===== src/rtl/isq_pkg.sv =====
`timescale 1ns/1ps
package isq_pkg;

    typedef enum logic [2:0] {
        ST_IDLE  = 3'd0,
        ST_DRAIN = 3'd1,
        ST_PUSH  = 3'd2,
        ST_VREQ  = 3'd3,
        ST_VLOAD = 3'd4,
        ST_POP   = 3'd5,
        ST_PLOAD = 3'd6
    } seq_state_e;

    typedef enum logic [1:0] {
        MOP_NONE = 2'd0,
        MOP_PUSH = 2'd1,
        MOP_VEC  = 2'd2,
        MOP_POP  = 2'd3
    } mem_op_e;

    // States that belong to interrupt entry (busy window)
    function automatic logic in_entry(input seq_state_e s);
        return (s == ST_DRAIN) || (s == ST_PUSH) || (s == ST_VREQ) || (s == ST_VLOAD);
    endfunction

    // In-flight instructions may still redirect the PC in these states
    function automatic logic branch_window(input seq_state_e s);
        return (s == ST_IDLE) || (s == ST_DRAIN);
    endfunction

    function automatic mem_op_e op_of(input seq_state_e s);
        case (s)
            ST_PUSH: return MOP_PUSH;
            ST_VREQ: return MOP_VEC;
            ST_POP:  return MOP_POP;
            default: return MOP_NONE;
        endcase
    endfunction

endpackage


===== src/rtl/isq_ctrl.sv =====
`timescale 1ns/1ps
module isq_ctrl
    import isq_pkg::*;
(
    input  logic       clk,
    input  logic       rst,
    input  logic       irq_i,
    input  logic       drained_i,
    input  logic       rti_i,
    output seq_state_e state_o,
    output mem_op_e    op_o,
    output logic       busy_o,
    output logic       hold_o,
    output logic       branch_ok_o,
    output logic       pc_load_o
);

    seq_state_e st_q, st_d;
    logic       pend_q, pend_d;

    always_comb begin
        st_d   = st_q;
        pend_d = pend_q | irq_i;
        case (st_q)
            ST_IDLE: begin
                if (rti_i) begin
                    st_d = ST_POP;
                end else if (pend_q) begin
                    st_d   = ST_DRAIN;
                    pend_d = irq_i;
                end
            end
            ST_DRAIN: if (drained_i) st_d = ST_PUSH;
            ST_PUSH:  st_d = ST_VREQ;
            ST_VREQ:  st_d = ST_VLOAD;
            ST_VLOAD: st_d = ST_IDLE;
            ST_POP:   st_d = ST_PLOAD;
            ST_PLOAD: st_d = ST_IDLE;
            default:  st_d = ST_IDLE;
        endcase
    end

    always_ff @(posedge clk) begin
        if (rst) begin
            st_q   <= ST_IDLE;
            pend_q <= 1'b0;
        end else begin
            st_q   <= st_d;
            pend_q <= pend_d;
        end
    end

    assign state_o     = st_q;
    assign op_o        = op_of(st_q);
    assign busy_o      = pend_q | in_entry(st_q);
    assign hold_o      = pend_q | (st_q != ST_IDLE);
    assign branch_ok_o = branch_window(st_q);
    assign pc_load_o   = (st_q == ST_VLOAD) || (st_q == ST_PLOAD);

endmodule


===== src/rtl/isq_sp_unit.sv =====
`timescale 1ns/1ps
module isq_sp_unit
    import isq_pkg::*;
#(
    parameter int ADDR_W = 12
) (
    input  logic              clk,
    input  logic              rst,
    input  mem_op_e           op_i,
    output logic [ADDR_W-1:0] sp_o,
    output logic [ADDR_W-1:0] below_o,
    output logic [ADDR_W-1:0] above_o
);

    localparam logic [ADDR_W-1:0] SP_TOP = {ADDR_W{1'b1}};
    localparam logic [ADDR_W-1:0] STEP   = ADDR_W'(2);

    logic [ADDR_W-1:0] sp_q;

    always_ff @(posedge clk) begin
        if (rst) begin
            sp_q <= SP_TOP;
        end else begin
            case (op_i)
                MOP_PUSH: sp_q <= sp_q - STEP;
                MOP_POP:  sp_q <= sp_q + STEP;
                default:  sp_q <= sp_q;
            endcase
        end
    end

    assign sp_o    = sp_q;
    assign below_o = sp_q - ADDR_W'(1);
    assign above_o = sp_q + ADDR_W'(1);

endmodule


===== src/rtl/isq_pc_unit.sv =====
`timescale 1ns/1ps
module isq_pc_unit #(
    parameter int          PC_W     = 32,
    parameter int unsigned RESET_PC = 0
) (
    input  logic            clk,
    input  logic            rst,
    input  logic            load_i,
    input  logic [PC_W-1:0] load_val_i,
    input  logic            branch_i,
    input  logic [PC_W-1:0] branch_tgt_i,
    input  logic            inc_i,
    output logic [PC_W-1:0] pc_o
);

    logic [PC_W-1:0] pc_q;

    always_ff @(posedge clk) begin
        if (rst) begin
            pc_q <= PC_W'(RESET_PC);
        end else if (load_i) begin
            pc_q <= load_val_i;
        end else if (branch_i) begin
            pc_q <= branch_tgt_i;
        end else if (inc_i) begin
            pc_q <= pc_q + PC_W'(1);
        end
    end

    assign pc_o = pc_q;

endmodule


===== src/rtl/irq_pc_sequencer.sv =====
`timescale 1ns/1ps
module irq_pc_sequencer
    import isq_pkg::*;
#(
    parameter int          PC_W     = 32,
    parameter int          ADDR_W   = 12,
    parameter int unsigned VEC_ADDR = 2,
    parameter int unsigned RESET_PC = 0
) (
    input  logic              clk,
    input  logic              rst,
    input  logic              irq_i,
    input  logic              drained_i,
    input  logic              rti_i,
    input  logic              pc_inc_i,
    input  logic              branch_i,
    input  logic [PC_W-1:0]   branch_tgt_i,
    output logic [PC_W-1:0]   pc_o,
    output logic [ADDR_W-1:0] sp_o,
    output logic              busy_o,
    output logic              hold_o,
    output logic              mem_req_o,
    output logic              mem_we_o,
    output logic [ADDR_W-1:0] mem_addr_o,
    output logic [PC_W-1:0]   mem_wdata_o,
    input  logic [PC_W-1:0]   mem_rdata_i
);

    localparam logic [ADDR_W-1:0] VEC = ADDR_W'(VEC_ADDR);

    seq_state_e        state;
    mem_op_e           op;
    logic              branch_ok, pc_load;
    logic [ADDR_W-1:0] sp_below, sp_above;

    isq_ctrl u_ctrl (
        .clk         (clk),
        .rst         (rst),
        .irq_i       (irq_i),
        .drained_i   (drained_i),
        .rti_i       (rti_i),
        .state_o     (state),
        .op_o        (op),
        .busy_o      (busy_o),
        .hold_o      (hold_o),
        .branch_ok_o (branch_ok),
        .pc_load_o   (pc_load)
    );

    isq_sp_unit #(.ADDR_W(ADDR_W)) u_sp (
        .clk     (clk),
        .rst     (rst),
        .op_i    (op),
        .sp_o    (sp_o),
        .below_o (sp_below),
        .above_o (sp_above)
    );

    isq_pc_unit #(.PC_W(PC_W), .RESET_PC(RESET_PC)) u_pc (
        .clk          (clk),
        .rst          (rst),
        .load_i       (pc_load),
        .load_val_i   (mem_rdata_i),
        .branch_i     (branch_i & branch_ok),
        .branch_tgt_i (branch_tgt_i),
        .inc_i        (pc_inc_i & ~hold_o),
        .pc_o         (pc_o)
    );

    always_comb begin
        mem_req_o   = 1'b0;
        mem_we_o    = 1'b0;
        mem_addr_o  = '0;
        mem_wdata_o = '0;
        case (op)
            MOP_PUSH: begin
                mem_req_o   = 1'b1;
                mem_we_o    = 1'b1;
                mem_addr_o  = sp_below;
                mem_wdata_o = pc_o;
            end
            MOP_VEC: begin
                mem_req_o  = 1'b1;
                mem_addr_o = VEC;
            end
            MOP_POP: begin
                mem_req_o  = 1'b1;
                mem_addr_o = sp_above;
            end
            default: ;
        endcase
    end

endmodule


===== config.mk =====
export PLATFORM = sky130hd
export DESIGN_NAME = irq_pc_sequencer
export DESIGN_NICKNAME = d
export VERILOG_FILES = /design/src/rtl/isq_pkg.sv /design/src/rtl/isq_ctrl.sv /design/src/rtl/isq_sp_unit.sv /design/src/rtl/isq_pc_unit.sv /design/src/rtl/irq_pc_sequencer.sv
export SDC_FILE = /design/constraint.sdc
export NUM_CORES = 1
export LEC_CHECK = 0
export ABC_AREA = 1
export BUFFER_PORTS_ARGS = -buffer_cell sky130_fd_sc_hd__buf_2
export CAP_MARGIN = 0
export CORE_MARGIN = 2
export CORE_UTILIZATION = 50
export CTS_CLUSTER_DIAMETER = 100
export DETAILED_ROUTE_END_ITERATION = 12
export GPL_TIMING_DRIVEN = 0
export PLACE_DENSITY = 0.79
export SLEW_MARGIN = 20
export SYNTH_ARGS = -nofsm -noshare
export SYNTH_HDL_FRONTEND = slang
export SYNTH_SLANG_ARGS = --single-unit

===== constraint.sdc =====
create_clock -name clk -period 2.1 [get_ports clk]
set_input_delay 0.42 -clock clk [delete_from_list [all_inputs] [get_ports clk]]
set_output_delay 0.42 -clock clk [all_outputs]
set_load 0.005 [all_outputs]

==> impl_metrics.ini <==
[synth]
yosys_warnings = 0
synth_area_um2 = 4270
netlist_instances = 751
yosys.cell_types.count = 40
syn-num-nets = 834
avgSynthCellArea_um2 = 5.68
synth_edf_count = 0
async_flop_share_pct = 0
ys_seq_area_share_pct = 22.1
synth_seq_cells = 47
synth_flop_cell = dfxtp_1

[power]
power.share.clock_pct = 16.5
pwr-share-seq_pct = 29.6
irDropWorstVdd_v = 0.000620
intPower_mw = 2.72
p_sw_share_pct = 46.0
combPwrFrac_pct = 53.9
p_per_area_nw_per_um2 = 891
p_total_mw = 5.04
p_leak_nw = 2.68
netSwitchingPower_mw = 2.32

[placement]
io_buffers = 160
pre_cts_slack_ps = -281
gp_congestion = 0.951
dp_hpwl_mm = 12.9

[finish]
drive_gt1_share_pct = 29.0
layout.nets = 1014
area_delta_synth_final_pct = 32.7
layout_common_cells = 169 x buf_2, 167 x nand2_1, 128 x nor2_1
final_common_cell = buf_2
fin_util_pct = 68.6
antennaDiodeCount = 0

[setup_path]
startpoint = u_sp.sp_o[1]
cp_common_cell = buf_4
startpoint_type = flop
worstPathRequired_ps = 1680
path_cells = buf_6 -> nand3_4 -> nor2_4 -> buf_4 -> buf_4 -> a21oi_1 -> o32ai_1 -> buf_2
endpoint = mem_addr_o[6]
reg2reg_depth = 11
endpoint_kind = primary output
r2r-end = u_sp.sp_o[11]
critPathTopFamily = buffers and inverters
critPathKind = flop to primary output
timing.rr.start = u_ctrl.state_o[0]
r2r_slack_ps = 30
cp.depth = 8
path_buf_inv = 4
critPathMaxFanout = 4
critPathArrivalTime_ps = 1780
cpPeakStageDelay_ps = 400
critPathSlowestCell = dfxtp_4

[timing]
timing.slew.headroom_pct = 58.7
hold_viol_final = 0
fin_skew_ps = 5.90
fin_tns_setup_ps = -293
rsz0062_at_grt = true
finalSetupViolations = 5
drv_slew = 0
fin_ws_ps = -98.2
max_freq_ghz = 0.455
tightest_slew_ps = 620
fin_crit_sh_pct = 105
min_period_ps = 2200

[clock_network]
clock-root-buffer = clkbuf_8
clock_sinks = 47
ctsHoldBuffers = 0
cts_buffers = 5
clk_path_buf_depth = 2
clkLatencyLatePin_ps = 310
htree_levels = 2
clkTransAtPathRegs_ps = 100
cts_tree = built

[drt]
final_antenna_net_count = 0
drcViolationCount = 0
drt_iter0_drc = 499
vias_per_cell = 5.66
num_vias = 5873
wl_mm = 17.0
wl_per_cell_um = 16.4
dr.pass1.iters = 6

[floorplan]
dieArea_um2 = 9290
coreArea_um2 = 8260
io_pins = 163
rows = 33
initial_core_util_pct = 51.7
die_height_um = 96.4
fp.dieW_um = 96.4

[global_route]
grt_overflow = 0
grt_pass1_vias = 4931
global_route.usage.total_pct = 35.0
grt_max_degree = 19
antenna_found_initial = 0
grt_pass1_wl_mm = 24.8

[status]
failed_checks = setup timing
status = finished, violations left

[hold_path]
hold_path_class = input pin to flop

[flow_run]
maxCapViolCount = 0
==> power groups by stage <==
stage,logic (mW),clock network (mW),registers [mW]
after floorplan,1.47,0,1.39
after global placement,2.18,0,1.45
after detailed placement,2.24,0,1.46
after CTS,2.48,0.837,1.45
after global routing,3.00,0.873,1.53
final,2.72,0.831,1.49
==> cell type report <==
type / instances / area (µm²)
clock buffer: 5 / 68.8
multi-input combinational: 596 / 3050
buffer: 30 / 178
inverter: 78 / 297
timing repair buffer: 173 / 906
tap: 105 / 131
clock inverter: 3 / 67.6
sequential: 47 / 960
fill: 768 / 2600
==> synthesized netlist by cell type (4+ instances only) <==
library cell,n,area [µm²]
a21oi_1,71,355
buf_1,4,15.0
buf_2,11,55.1
buf_4,5,37.5
clkbuf_1,7,26.3
dfxtp_1,47,941
ha_1,11,138
inv_1,72,270
inv_2,5,18.8
nand2_1,170,638
nand2_2,9,56.3
nand3_1,65,325
nand4_1,4,25.0
nor2_1,134,503
nor2_2,8,50.1
nor2_4,8,90.1
o211ai_1,5,37.5
o21ai_0,75,375
o21ai_1,4,20.0
xor2_1,5,43.8
==> flip-flops by register name (all words and copies together) (netlist names) <==
signal,count
u_sp.sp_o,11
u_ctrl.state_o,3
u_pc.pc_o,32
u_ctrl.pend_q,1
==> worst min path at each step <==
stage                        from                end  slack [ps]  cells after the start
floorplan           u_ctrl.pend_q      u_ctrl.pend_q         470                      2
global placement    u_ctrl.pend_q      u_ctrl.pend_q         480                      2
detailed placement  u_ctrl.pend_q      u_ctrl.pend_q         490                      2
CTS                           rst  u_ctrl.state_o[2]         290                      2
global route                  rst  u_ctrl.state_o[2]         290                      2
finish                        rst  u_ctrl.state_o[2]         300                      2
==> through the flow <==
step           hold slack [ps]  cells  cell area (µm²)
2_1_floorplan              468    751             4270
3_3_place_gp               479   1016             5200
3_5_place_dp               492   1016             5200
4_1_cts                    292   1034             5510
5_1_grt                    288   1037             5660
6_report                   296   1037             5660
==> layer usage <==
layer  GRT usage (%)  wire length (µm)  vias to the layer above
li1                -                 -                     2800
met3            4.07              1750                       36
met4            11.6               422                        0
met1            50.9              7330                     2661
met5               0                 0                        -
met2            53.5              7460                      376
==> timing repair <==
item                       CTS  global route
setup endpoints to repair   47            33
setup buffers               10             3
gates resized for setup     33            32
pin swaps                   11             9
==> cells by family (layout without fill, tap and decap cells) <==
| group | count (synthesis) | in the layout | synth area share (%) |
|---|---|---|---|
| buf+inv | 108 | 289 | 10.8 |
| xor+xnor | 6 | 6 | 1.23 |
| simple gates | 405 | 405 | 40.7 |
| other cells | 2 | 2 | 0.176 |
| fa+ha+maj | 12 | 12 | 3.70 |
| compound gates | 171 | 171 | 21.4 |
| flops | 47 | 47 | 22.1 |
Note: power is estimated with default switching activity, not from simulation.
